===== config.mk =====
export PLATFORM = sky130hd
export DESIGN_NAME = tlb_rank_lru
export DESIGN_NICKNAME = d
export VERILOG_FILES = /design/src/rtl/tlb_pkg.sv /design/src/rtl/tlb_free_pool.sv /design/src/rtl/tlb_match.sv /design/src/rtl/tlb_victim.sv /design/src/rtl/tlb_rank_lru.sv
export SDC_FILE = /design/constraint.sdc
export NUM_CORES = 1
export LEC_CHECK = 0
export BUFFER_PORTS_ARGS = -buffer_cell sky130_fd_sc_hd__buf_2
export CAP_MARGIN = 0
export CORE_ASPECT_RATIO = 1.1
export CORE_UTILIZATION = 50
export CTS_BUF_LIST = sky130_fd_sc_hd__clkbuf_8
export CTS_CLUSTER_SIZE = 25
export DETAILED_ROUTE_END_ITERATION = 6
export PLACE_DENSITY = 0.69
export SYNTH_ARGS = -nofsm -noshare
export SYNTH_HDL_FRONTEND = slang
export SYNTH_SLANG_ARGS = --single-unit

===== constraint.sdc =====
create_clock -name clk -period 4.6 [get_ports clk]
set_clock_uncertainty 0.15 [all_clocks]
set_input_delay 0.23 -clock clk [delete_from_list [all_inputs] [get_ports clk]]
set_output_delay 0.23 -clock clk [all_outputs]
set_load 0.1 [all_outputs]

===== src/rtl/tlb_pkg.sv =====
package tlb_pkg;
   typedef enum logic [1:0] {
      ACC_NONE  = 2'd0,
      ACC_HIT   = 2'd1,
      ACC_FILL  = 2'd2,
      ACC_FAULT = 2'd3
   } acc_kind_e;
endpackage


===== src/rtl/tlb_free_pool.sv =====
module tlb_free_pool #(
   parameter int PPN_W = 8,
   parameter int DEPTH = 4
) (
   input  logic             clk,
   input  logic             rst_n,
   input  logic             push,
   input  logic [PPN_W-1:0] push_ppn,
   input  logic             pop,
   output logic [PPN_W-1:0] head_ppn,
   output logic             empty
);
   localparam int CNT_W = $clog2(DEPTH + 1);

   initial assert (DEPTH >= 1 && PPN_W >= 1) else $error("tlb_free_pool: bad parameters");

   logic [CNT_W-1:0] cnt_q;
   logic             do_push, do_pop;

   assign empty   = (cnt_q == '0);
   assign do_push = push && (cnt_q != CNT_W'(DEPTH));
   assign do_pop  = pop && !empty;

   always_ff @(posedge clk) begin
      if (!rst_n)
         cnt_q <= '0;
      else if (do_push && !do_pop)
         cnt_q <= cnt_q + 1'b1;
      else if (do_pop && !do_push)
         cnt_q <= cnt_q - 1'b1;
   end

   generate
      if (DEPTH == 1) begin : g_single
         logic [PPN_W-1:0] slot_q;
         always_ff @(posedge clk) begin
            if (do_push) slot_q <= push_ppn;
         end
         assign head_ppn = slot_q;
      end else begin : g_ring
         localparam int PTR_W = $clog2(DEPTH);
         logic [DEPTH-1:0][PPN_W-1:0] mem_q;
         logic [PTR_W-1:0]            rd_q, wr_q;

         function automatic logic [PTR_W-1:0] step(input logic [PTR_W-1:0] p);
            return (p == PTR_W'(DEPTH - 1)) ? '0 : p + 1'b1;
         endfunction

         always_ff @(posedge clk) begin
            if (!rst_n) begin
               rd_q <= '0;
               wr_q <= '0;
            end else begin
               if (do_push) wr_q <= step(wr_q);
               if (do_pop)  rd_q <= step(rd_q);
            end
         end

         always_ff @(posedge clk) begin
            if (do_push) mem_q[wr_q] <= push_ppn;
         end

         assign head_ppn = mem_q[rd_q];
      end
   endgenerate

   a_r4_pool_bound: assert property (@(posedge clk) disable iff (!rst_n)
      cnt_q <= CNT_W'(DEPTH));
   a_r5_no_pop_when_empty: assert property (@(posedge clk) disable iff (!rst_n)
      !(pop && empty));
   a_r4_push_counts: assert property (@(posedge clk) disable iff (!rst_n)
      (push && !pop && cnt_q < CNT_W'(DEPTH)) |=> !empty);
endmodule


===== src/rtl/tlb_match.sv =====
module tlb_match #(
   parameter int N     = 8,
   parameter int VPN_W = 8,
   parameter int IDX_W = 3
) (
   input  logic [N-1:0][VPN_W-1:0] tab_vpn,
   input  logic [N-1:0]            tab_valid,
   input  logic [VPN_W-1:0]        key,
   output logic [N-1:0]            match,
   output logic                    any,
   output logic [IDX_W-1:0]        idx
);
   generate
      for (genvar g = 0; g < N; g++) begin : g_cmp
         assign match[g] = tab_valid[g] && (tab_vpn[g] == key);
      end
   endgenerate

   assign any = |match;

   always_comb begin
      idx = '0;
      for (int i = 0; i < N; i++)
         if (match[i]) idx = idx | IDX_W'(i);
   end
endmodule


===== src/rtl/tlb_victim.sv =====
module tlb_victim #(
   parameter int N     = 8,
   parameter int IDX_W = 3
) (
   input  logic [N-1:0]            valid,
   input  logic [N-1:0][IDX_W-1:0] rank,
   output logic [IDX_W-1:0]        victim
);
   logic found;

   always_comb begin
      victim = '0;
      found  = 1'b0;
      for (int i = 0; i < N; i++) begin
         if (!valid[i] && !found) begin
            victim = IDX_W'(i);
            found  = 1'b1;
         end
      end
      if (!found) begin
         for (int i = 0; i < N; i++)
            if (rank[i] == IDX_W'(N - 1)) victim = IDX_W'(i);
      end
   end
endmodule


===== src/rtl/tlb_rank_lru.sv =====
module tlb_rank_lru
   import tlb_pkg::*;
#(
   parameter int VA_W       = 16,
   parameter int PAGE_BYTES = 256,
   parameter int ENTRIES    = 8,
   parameter int PPN_W      = 8,
   parameter int POOL_DEPTH = 4,
   localparam int OFF_W     = $clog2(PAGE_BYTES),
   localparam int PA_W      = PPN_W + OFF_W
) (
   input  logic             clk,
   input  logic             rst_n,
   input  logic             free_push,
   input  logic [PPN_W-1:0] free_ppn,
   input  logic             req_valid,
   input  logic [VA_W-1:0]  req_va,
   input  logic             req_write,
   output logic             hit,
   output logic [PA_W-1:0]  hit_pa,
   output logic             hit_dirty,
   output logic             fault,
   output logic             fill_done,
   output logic [PA_W-1:0]  fill_pa
);
   localparam int VPN_W = VA_W - OFF_W;
   localparam int IDX_W = $clog2(ENTRIES);

   initial assert (ENTRIES >= 2 && VA_W > OFF_W && (1 << OFF_W) == PAGE_BYTES)
      else $error("tlb_rank_lru: bad parameters");

   logic [ENTRIES-1:0][VPN_W-1:0] vpn_q;
   logic [ENTRIES-1:0][PPN_W-1:0] ppn_q;
   logic [ENTRIES-1:0][IDX_W-1:0] rank_q;
   logic [ENTRIES-1:0]            valid_q, dirty_q, match, at_max;

   logic [VPN_W-1:0] req_vpn;
   logic [OFF_W-1:0] req_off;
   logic [IDX_W-1:0] hit_idx, vic_idx, tgt, tgt_rank;
   logic             match_any, pool_empty, pool_pop;
   logic [PPN_W-1:0] pool_head;
   acc_kind_e        acc_kind;

   assign req_vpn = req_va[VA_W-1:OFF_W];
   assign req_off = req_va[OFF_W-1:0];

   tlb_match #(.N(ENTRIES), .VPN_W(VPN_W), .IDX_W(IDX_W)) u_match (
      .tab_vpn(vpn_q), .tab_valid(valid_q), .key(req_vpn),
      .match(match), .any(match_any), .idx(hit_idx));

   tlb_victim #(.N(ENTRIES), .IDX_W(IDX_W)) u_victim (
      .valid(valid_q), .rank(rank_q), .victim(vic_idx));

   tlb_free_pool #(.PPN_W(PPN_W), .DEPTH(POOL_DEPTH)) u_pool (
      .clk(clk), .rst_n(rst_n), .push(free_push), .push_ppn(free_ppn),
      .pop(pool_pop), .head_ppn(pool_head), .empty(pool_empty));

   always_comb begin
      if (!req_valid)     acc_kind = ACC_NONE;
      else if (match_any) acc_kind = ACC_HIT;
      else if (pool_empty) acc_kind = ACC_FAULT;
      else                acc_kind = ACC_FILL;
   end

   assign tgt       = (acc_kind == ACC_HIT) ? hit_idx : vic_idx;
   assign tgt_rank  = rank_q[tgt];
   assign pool_pop  = (acc_kind == ACC_FILL);
   assign hit       = (acc_kind == ACC_HIT);
   assign hit_pa    = hit ? {ppn_q[hit_idx], req_off} : '0;
   assign hit_dirty = hit && dirty_q[hit_idx];
   assign fault     = (acc_kind == ACC_FAULT);

   always_ff @(posedge clk) begin
      if (!rst_n) begin
         for (int i = 0; i < ENTRIES; i++) begin
            vpn_q[i]   <= '0;
            ppn_q[i]   <= '0;
            valid_q[i] <= 1'b0;
            dirty_q[i] <= 1'b0;
            rank_q[i]  <= IDX_W'(ENTRIES - 1);
         end
      end else if (acc_kind == ACC_HIT || acc_kind == ACC_FILL) begin
         for (int i = 0; i < ENTRIES; i++) begin
            if (IDX_W'(i) == tgt) begin
               rank_q[i] <= '0;
               if (acc_kind == ACC_FILL) begin
                  vpn_q[i]   <= req_vpn;
                  ppn_q[i]   <= pool_head;
                  valid_q[i] <= 1'b1;
                  dirty_q[i] <= req_write;
               end else begin
                  dirty_q[i] <= dirty_q[i] | req_write;
               end
            end else if (rank_q[i] < tgt_rank) begin
               rank_q[i] <= rank_q[i] + 1'b1;
            end
         end
      end
   end

   always_ff @(posedge clk) begin
      if (!rst_n) begin
         fill_done <= 1'b0;
         fill_pa   <= '0;
      end else begin
         fill_done <= (acc_kind == ACC_FILL);
         fill_pa   <= {pool_head, req_off};
      end
   end

   generate
      for (genvar g = 0; g < ENTRIES; g++) begin : g_oldest
         assign at_max[g] = (rank_q[g] == IDX_W'(ENTRIES - 1));
      end
   endgenerate

   a_r2_single_match: assert property (@(posedge clk) disable iff (!rst_n)
      $onehot0(match));
   a_r3_fill_follows_miss: assert property (@(posedge clk) disable iff (!rst_n)
      (req_valid && !hit && !fault) |=> fill_done);
   a_r5_fault_no_fill: assert property (@(posedge clk) disable iff (!rst_n)
      fault |=> !fill_done);
   a_r5_fault_keeps_valid: assert property (@(posedge clk) disable iff (!rst_n)
      fault |=> $stable(valid_q));
   a_r6_unique_oldest: assert property (@(posedge clk) disable iff (!rst_n)
      (&valid_q) |-> $onehot(at_max));
   a_r6_invalid_first: assert property (@(posedge clk) disable iff (!rst_n)
      (req_valid && !hit && !fault && !(&valid_q)) |=>
         ($countones(valid_q) == $past($countones(valid_q)) + 1));
   a_r7_target_rank0: assert property (@(posedge clk) disable iff (!rst_n)
      (req_valid && !fault) |=> (rank_q[$past(tgt)] == '0));
   a_r9_fill_dirty: assert property (@(posedge clk) disable iff (!rst_n)
      (req_valid && !hit && !fault) |=> (dirty_q[$past(vic_idx)] == $past(req_write)));
endmodule


Word-level counts from Yosys, hierarchy flattened
Cells that the tools add are included.
{ "totals": {"reg_bits": 224, "input_bits": 29, "word_cells": 260} }
{ "op_classes": {"order_cmp": 13, "n_reduce_logical": 74, "n_bitwise": 8, "addsub": 12, "muxes": 75, "n_eq_ne": 29} }
{ "ops": {"columns": ["cell", "count"], "rows": [
  ["two-way mux 3 bit", 39],
  ["equality test 8 bit", 8],
  ["bitwise mux 32 bit", 1],
  ["AND reduction 2 bit", 16],
  ["adder 3 x 1 -> 3 bit (second input constant)", 9],
  ["binary-select mux 8 bit (select 3 bit)", 1],
  ["equality test 3 bit (second input constant)", 8],
  ["less-than comparator 3 bit", 8],
  ["two-way mux 8 bit", 3],
  ["AND reduction 3 bit", 8],
  ["logical AND 1 bit", 21],
  ["two-way mux 1 bit", 20],
  ["nonzero test 2 bit", 9],
  ["binary-select mux 8 bit (select 2 bit)", 1],
  ["demux 8 bit (select 2 bit)", 1],
  ["zero test 1 bit", 16],
  ["two-way mux 16 bit", 1],
  ["equality test 3 bit (first input constant)", 4],
  ["two-way mux 2 bit", 6],
  ["binary-select mux 3 bit (select 3 bit)", 1],
  ["equality test 2 bit (second input constant)", 4],
  ["less-than comparator 3 x 4 -> 1 bit (second input constant)", 2],
  ["bitwise OR 1 bit", 8],
  ["OR reduction 8 bit", 1],
  ["11 further kinds", 15]
]} }

Longest topological paths before layout
{ "logic_depth": {"depth_word": 36, "depth_mapped": 18, "ltp_nobuf": 17} }

Hierarchy
From an unflattened synthesis, not the netlist that was laid out.
{ "hier_totals": {"cells_unflattened": 1221, "hier_area_um2": 11130.7} }
{ "by_module_without_submodules": {"columns": ["mod", "cells_per_inst", "area_per_inst_um2", "instances"], "rows": [
  ["tlb_rank_lru", 990, 8488.1, 1],
  ["tlb_free_pool", 90, 1612.8, 1],
  ["tlb_match", 111, 855.8, 1],
  ["tlb_victim", 30, 173.9, 1]
]} }

Worst setup path before layout
Ideal clock, no wire load.
{ "synth_timing": {"kind": "input port to flip-flop", "start": "input req_va[10]", "end": "register rank_q[23] (netlist bit)", "path_stages": 15, "slack_ns": 0.222, "setup_time_ns": 0.122, "arrival_time_ns": 4.106, "n_path_buf": 2, "required_ns": 4.328, "cell_sequence": "buf_4 xnor2_1 nand4_1 nor3_1 or4_4 o31ai_4 mux2i_1 clkbuf_1 mux2i_1 a211oi_1 a31oi_1 ha_1 o31ai_1 a21oi_1 a221o_1"} }
{ "synth_via": {"elab_chain_len": 15} }
{ "synth_rtl": {"columns": ["item", "line", "rtl"], "rows": [
  ["start, declared", "tlb_rank_lru.sv:17", "input logic [VA_W-1:0] req_va,"],
  ["equality test 8 bit", "tlb_match.sv:15", "assign match[g] = tab_valid[g] && (tab_vpn[g] == key);"],
  ["logical AND 1 bit", "tlb_match.sv:15", null],
  ["two-way mux 1 bit", "tlb_match.sv:24", "if (match[i]) idx = idx | IDX_W'(i);"],
  ["two-way mux 2 bit (2 in series)", "tlb_match.sv:24", null],
  ["two-way mux 3 bit (4 in series)", "tlb_match.sv:24", null],
  ["two-way mux 3 bit", "tlb_rank_lru.sv:65", "assign tgt = (acc_kind == ACC_HIT) ? hit_idx : vic_idx;"],
  ["binary-select mux 3 bit (select 3 bit)", "tlb_rank_lru.sv:66", "assign tgt_rank = rank_q[tgt];"],
  ["two-way mux 3 bit (not written as such)", "tlb_rank_lru.sv:66", null],
  ["less-than comparator 3 bit", "tlb_rank_lru.sv:94", "end else if (rank_q[i] < tgt_rank) begin"],
  ["nonzero test 2 bit (no line)", null, null],
  ["AND reduction 2 bit (no line)", null, null],
  ["end signal, assigned by index", "tlb_rank_lru.sv:80", "rank_q[i] <= IDX_W'(ENTRIES - 1);"],
  ["end signal, assigned by index", "tlb_rank_lru.sv:95", "rank_q[i] <= rank_q[i] + 1'b1;"],
  ["end, declared", "tlb_rank_lru.sv:34", "logic [ENTRIES-1:0][IDX_W-1:0] rank_q;"]
]} }
Several ways; a longest one is shown, not always the timed one. The select of a mux whose other input is x is not followed.
A chain may end at the register's enable or synchronous reset.

Worst setup path after layout
{ "layout_timing": {"start": "input req_va[12]", "end": "register rank_q[19] (netlist bit)"} }
The elaborated chain is that of the path after synthesis.

==> qor.yml <==
timing.reg2reg.setup_slack_ns: 0.49
detailedRoute.firstIterationViolations: 725
outcome: "finished, final reports clean"
placed_cells: 1561
rr_startpoint: "vpn_q[26]"
hold_depth: 4
synth.avg_cell_area_um2: 8.56
first_global_vias: 8964
worst_skew_pair.late_latency_ns: 0.56
synth_fp_nets: 1316
tritoncts_clock_tree: "yes"
area.growth.synth_to_final_pct: 14.7
clock_power_share_pct: 26.7
critPathArrivalTime_ns: 4.66
grt.overflow.total: 0
setup.worst_path.class: "in -> reg"
route.detailed.drc: 0
final_hold_viol_count: 0
postRouteWirelength_um: 28200
ys_seq_elements: 224
vdd_ir_drop_max_uv: 325
track_usage_pct: 26.2
synthFlopType: "sky130_fd_sc_hd__dfxtp_1"
clock-sinks: 224
die_w_um: 142
period_share_pct: 94.8
finalMaxSlewViolations: 0
globalRouteMet2Util_pct: 44.2
h-tree-depth: 2
critPathMaxStageDelay_ns: 0.54
power_leakage_nw: 4.58
dr_total_vias: 9282
area_enclosed_by_the_die_boundary_mm2: 0.0221
synth.yosys.warnings: 0
worst_pin_slew_ns: 0.834
std_cell_rows: 55
wl_per_cell_um: 17.1
fp.dieH_um: 156
min_period_ns: 4.36
report.power.total_w: 0.00599
stdcell_count: 1648
combPwrFrac_pct: 32.7
cell_chosen_for_the_clock_root: "sky130_fd_sc_hd__clkbuf_8"
power.share.switching_pct: 37.3
crit_family: "compound AO/OA/AOI/OAI gates"
grt_pass1_wl_um: 45800
hold_path_class: "in -> reg"
cts-root-to-sink-buffers: 3
drt_pre_antenna_iters: 5
hold_start: "free_push"
timing.critical_path.cells: "dlygate4sd3_1 -> buf_2 -> buf_4 -> xor2_1 -> nor4_1 -> a41o_1 -> o31ai_4 -> mux2_4 -> and2_1 -> a211oi_1 -> a211oi_1 -> a31oi_1 -> buf_4 -> ha_1 -> nor4_1 -> a21oi_1 -> o2111ai_1"
achievable-frequency_ghz: 0.229
crit_path_end_kind: "register"
clkSlewWorstSetupHoldPaths_ns: 0.06
crit_path_max_fanout: 9
seq_power_share_pct: 40.6
synth.top_cells.by_area: "sky130_fd_sc_hd__dfxtp_1 36%, sky130_fd_sc_hd__nand2_1 11%, sky130_fd_sc_hd__edfxtp_1 8.9%, sky130_fd_sc_hd__a21oi_1 7.8%, sky130_fd_sc_hd__xnor2_1 4.4%"
vias_per_cell: 5.63
starting_utilization_of_the_core_area_pct: 51.6
layout.nets: 1403
antenna_violating_nets_post_route: 0
busiest_layer: "met2"
met3_usage_pct: 4.33
ports: 65
switching_power_w: 0.00224
drive_gt1_share_pct: 13.4
setup.worst_path.start_class: "input pin"
largest_net_degree_at_the_start_of_global_routing: 88
max_cap_viol_count: 0
placeableCoreArea_mm2: 0.0209
port_buffer_count: 64
final.setup.tns_ns: 0
cts_buffers: 37
post_synthesis_cell_type_count: 64
rr_worst_depth: 15
synthesized_instance_count: 1256
critical-path-slowest-cell: "sky130_fd_sc_hd__nor4_1"
powerDensity_mw_per_mm2: 486
timing.rr.end: "rank_q[23]"
synth_area_leader: "sky130_fd_sc_hd__dfxtp_1"
cell_internal_pwr_w: 0.00375
number_of_antenna_violations_at_the_first_check_in_global_routing: 1
slew-limit-headroom_pct: 44.4
dpl.hpwl_um: 18400
setup_viol: 0
groute.layer.met1.usage_pct: 33.8
cp_num_buf_inv: 4
final_weighted_congestion_in_routability_driven_placement: 0.916
crit_required_ns: 4.90
post-synth-top-area-fraction_pct: 35.8
postSynth.asyncResetShare_pct: 0
count_of_flip_flops_with_a_built_in_enable_after_synthesis: 32
portion_of_the_post_synthesis_area_used_by_sequential_elements_pct: 44.7
syn-cell-area_mm2: 0.0108
holdPathEnd: "u_pool.g_ring.wr_q[0]"
hold_ws_ns: 0.0321
grt_setup_unrepaired: "false"
worst max-delay path by stage:
stage / from / endpoint / slack, ns / cells after the start
after floorplan: req_va[10] / rank_q[23] / 0.22 / 15
final: req_va[12] / rank_q[19] / 0.24 / 17
after global placement: req_va[13] / rank_q[16] / 0.14 / 14
after CTS: req_va[10] / rank_q[23] / 0.05 / 17
after global routing: req_va[12] / rank_q[19] / 0.07 / 17
after detailed placement: req_va[13] / rank_q[1] / 0.04 / 14
timing repair:
item / 4_1_cts / 5_1_grt
setup endpoints to repair: 0 / 24
hold buffers: 25 / 0
endpoints found under the hold margin: 66 / 0
setup buffers: 0 / 3
resized for setup: 0 / 2
synth_stat cells (all sizes together), types with 4 or more instances:
cell,count
a32oi,5
a22oi,8
clkbuf,65
nor2,58
edfxtp,32
ha,30
xnor2,54
a2111o,4
nand2,315
and3,5
mux4,8
nor3,17
o211ai,4
maj3,4
and2,34
o21ai,17
o31ai,7
mux2i,26
o2111ai,13
a21o,4
nor2b,26
o22ai,4
nand3,7
nand3b,4
nand4,7
a221o,5
dfxtp,192
xor2,12
buf,21
nor4,10
a21oi,167
a2bb2oi,4
a211oi,35
inv,22
final cells by class:
type / count / area, µm²
diodes: 1 / 2.50
clock buffers: 40 / 551
clock inverters: 18 / 95.1
fillers: 1877 / 8520
inverters: 22 / 85.1
multi-input cells: 924 / 5520
flip-flops and latches: 224 / 4800
well taps: 285 / 357
repair buffers: 134 / 921
cell families after synthesis:
family                     count (synthesis)  synth area share [%]
DFF                                      224                  44.7
xor gates and xnor gates                  66                  5.38
AOI/OAI and AO/OA                        297                  17.5
and+or+nand+nor                          491                  19.8
adders and majority gates                 35                  4.08
buffers and inverters                    108                  4.35
muxes                                     35                  4.24
power by group through the flow:
stage                     registers (W)  clock network (W)  logic (W)
after global placement          0.00246                  0    0.00189
after global routing            0.00246            0.00171    0.00217
after CTS                       0.00243            0.00163    0.00194
after detailed placement        0.00247                  0    0.00191
final                           0.00243            0.00160    0.00196
after floorplan                 0.00253                  0    0.00132
state kept, by name, indices dropped and copies added (netlist names):
signal	flops
valid_q	8
rank_q	24
u_pool.g_ring.mem_q	32
ppn_q	64
dirty_q	8
fill_done	1
u_pool.g_ring.rd_q	2
fill_pa	16
u_pool.g_ring.wr_q	2
u_pool.cnt_q	3
vpn_q	64
routing by layer:
| metal | vias up | wire length [µm] |
|---|---|---|
| li1 | 4527 | - |
| met1 | 4412 | 12200 |
| met2 | 278 | 13500 |
| met3 | 65 | 1670 |
| met4 | 0 | 833 |
| met5 | - | 0 |
worst reg2reg max path, stage by stage, from the launching register on:
cell                       delay [ns]
sky130_fd_sc_hd__dfxtp_1         0.32
sky130_fd_sc_hd__xnor2_1         0.13
sky130_fd_sc_hd__nand4_1         0.10
sky130_fd_sc_hd__nor3_1          0.10
sky130_fd_sc_hd__or4_4           0.61
sky130_fd_sc_hd__o31ai_4         0.34
sky130_fd_sc_hd__mux2i_1         0.23
sky130_fd_sc_hd__buf_4           0.24
sky130_fd_sc_hd__a211oi_1        0.10
sky130_fd_sc_hd__a211oi_1        0.30
sky130_fd_sc_hd__a31oi_1         0.09
sky130_fd_sc_hd__buf_4           0.17
sky130_fd_sc_hd__ha_1            0.22
sky130_fd_sc_hd__a211oi_1        0.35
sky130_fd_sc_hd__a21oi_1         0.18
sky130_fd_sc_hd__a221o_1         0.37
cell usage in the layout, fill, tap and decap left out, types with 30 or more instances in the layout:
master and instances:
sky130_fd_sc_hd__a211oi_1 35, sky130_fd_sc_hd__a21oi_1 167, sky130_fd_sc_hd__and2_1 33, sky130_fd_sc_hd__buf_2 64, sky130_fd_sc_hd__buf_4 44, sky130_fd_sc_hd__clkbuf_8 40, sky130_fd_sc_hd__dfxtp_1 192, sky130_fd_sc_hd__edfxtp_1 32
sky130_fd_sc_hd__ha_1 30, sky130_fd_sc_hd__nand2_1 313, sky130_fd_sc_hd__nor2_1 58, sky130_fd_sc_hd__xnor2_1 54
per-stage QoR:
stage                     setup WS (ns)  area, µm²  utilization (%)
final                             0.239      12300             59.1
after global routing             0.0678      12300             59.1
after CTS                        0.0462      12300             59.0
after detailed placement         0.0445      11400             54.7
after global placement            0.136      11400             54.7
after floorplan                   0.222      10800                -
No activity file was read; power rests on OpenSTA's default activity.
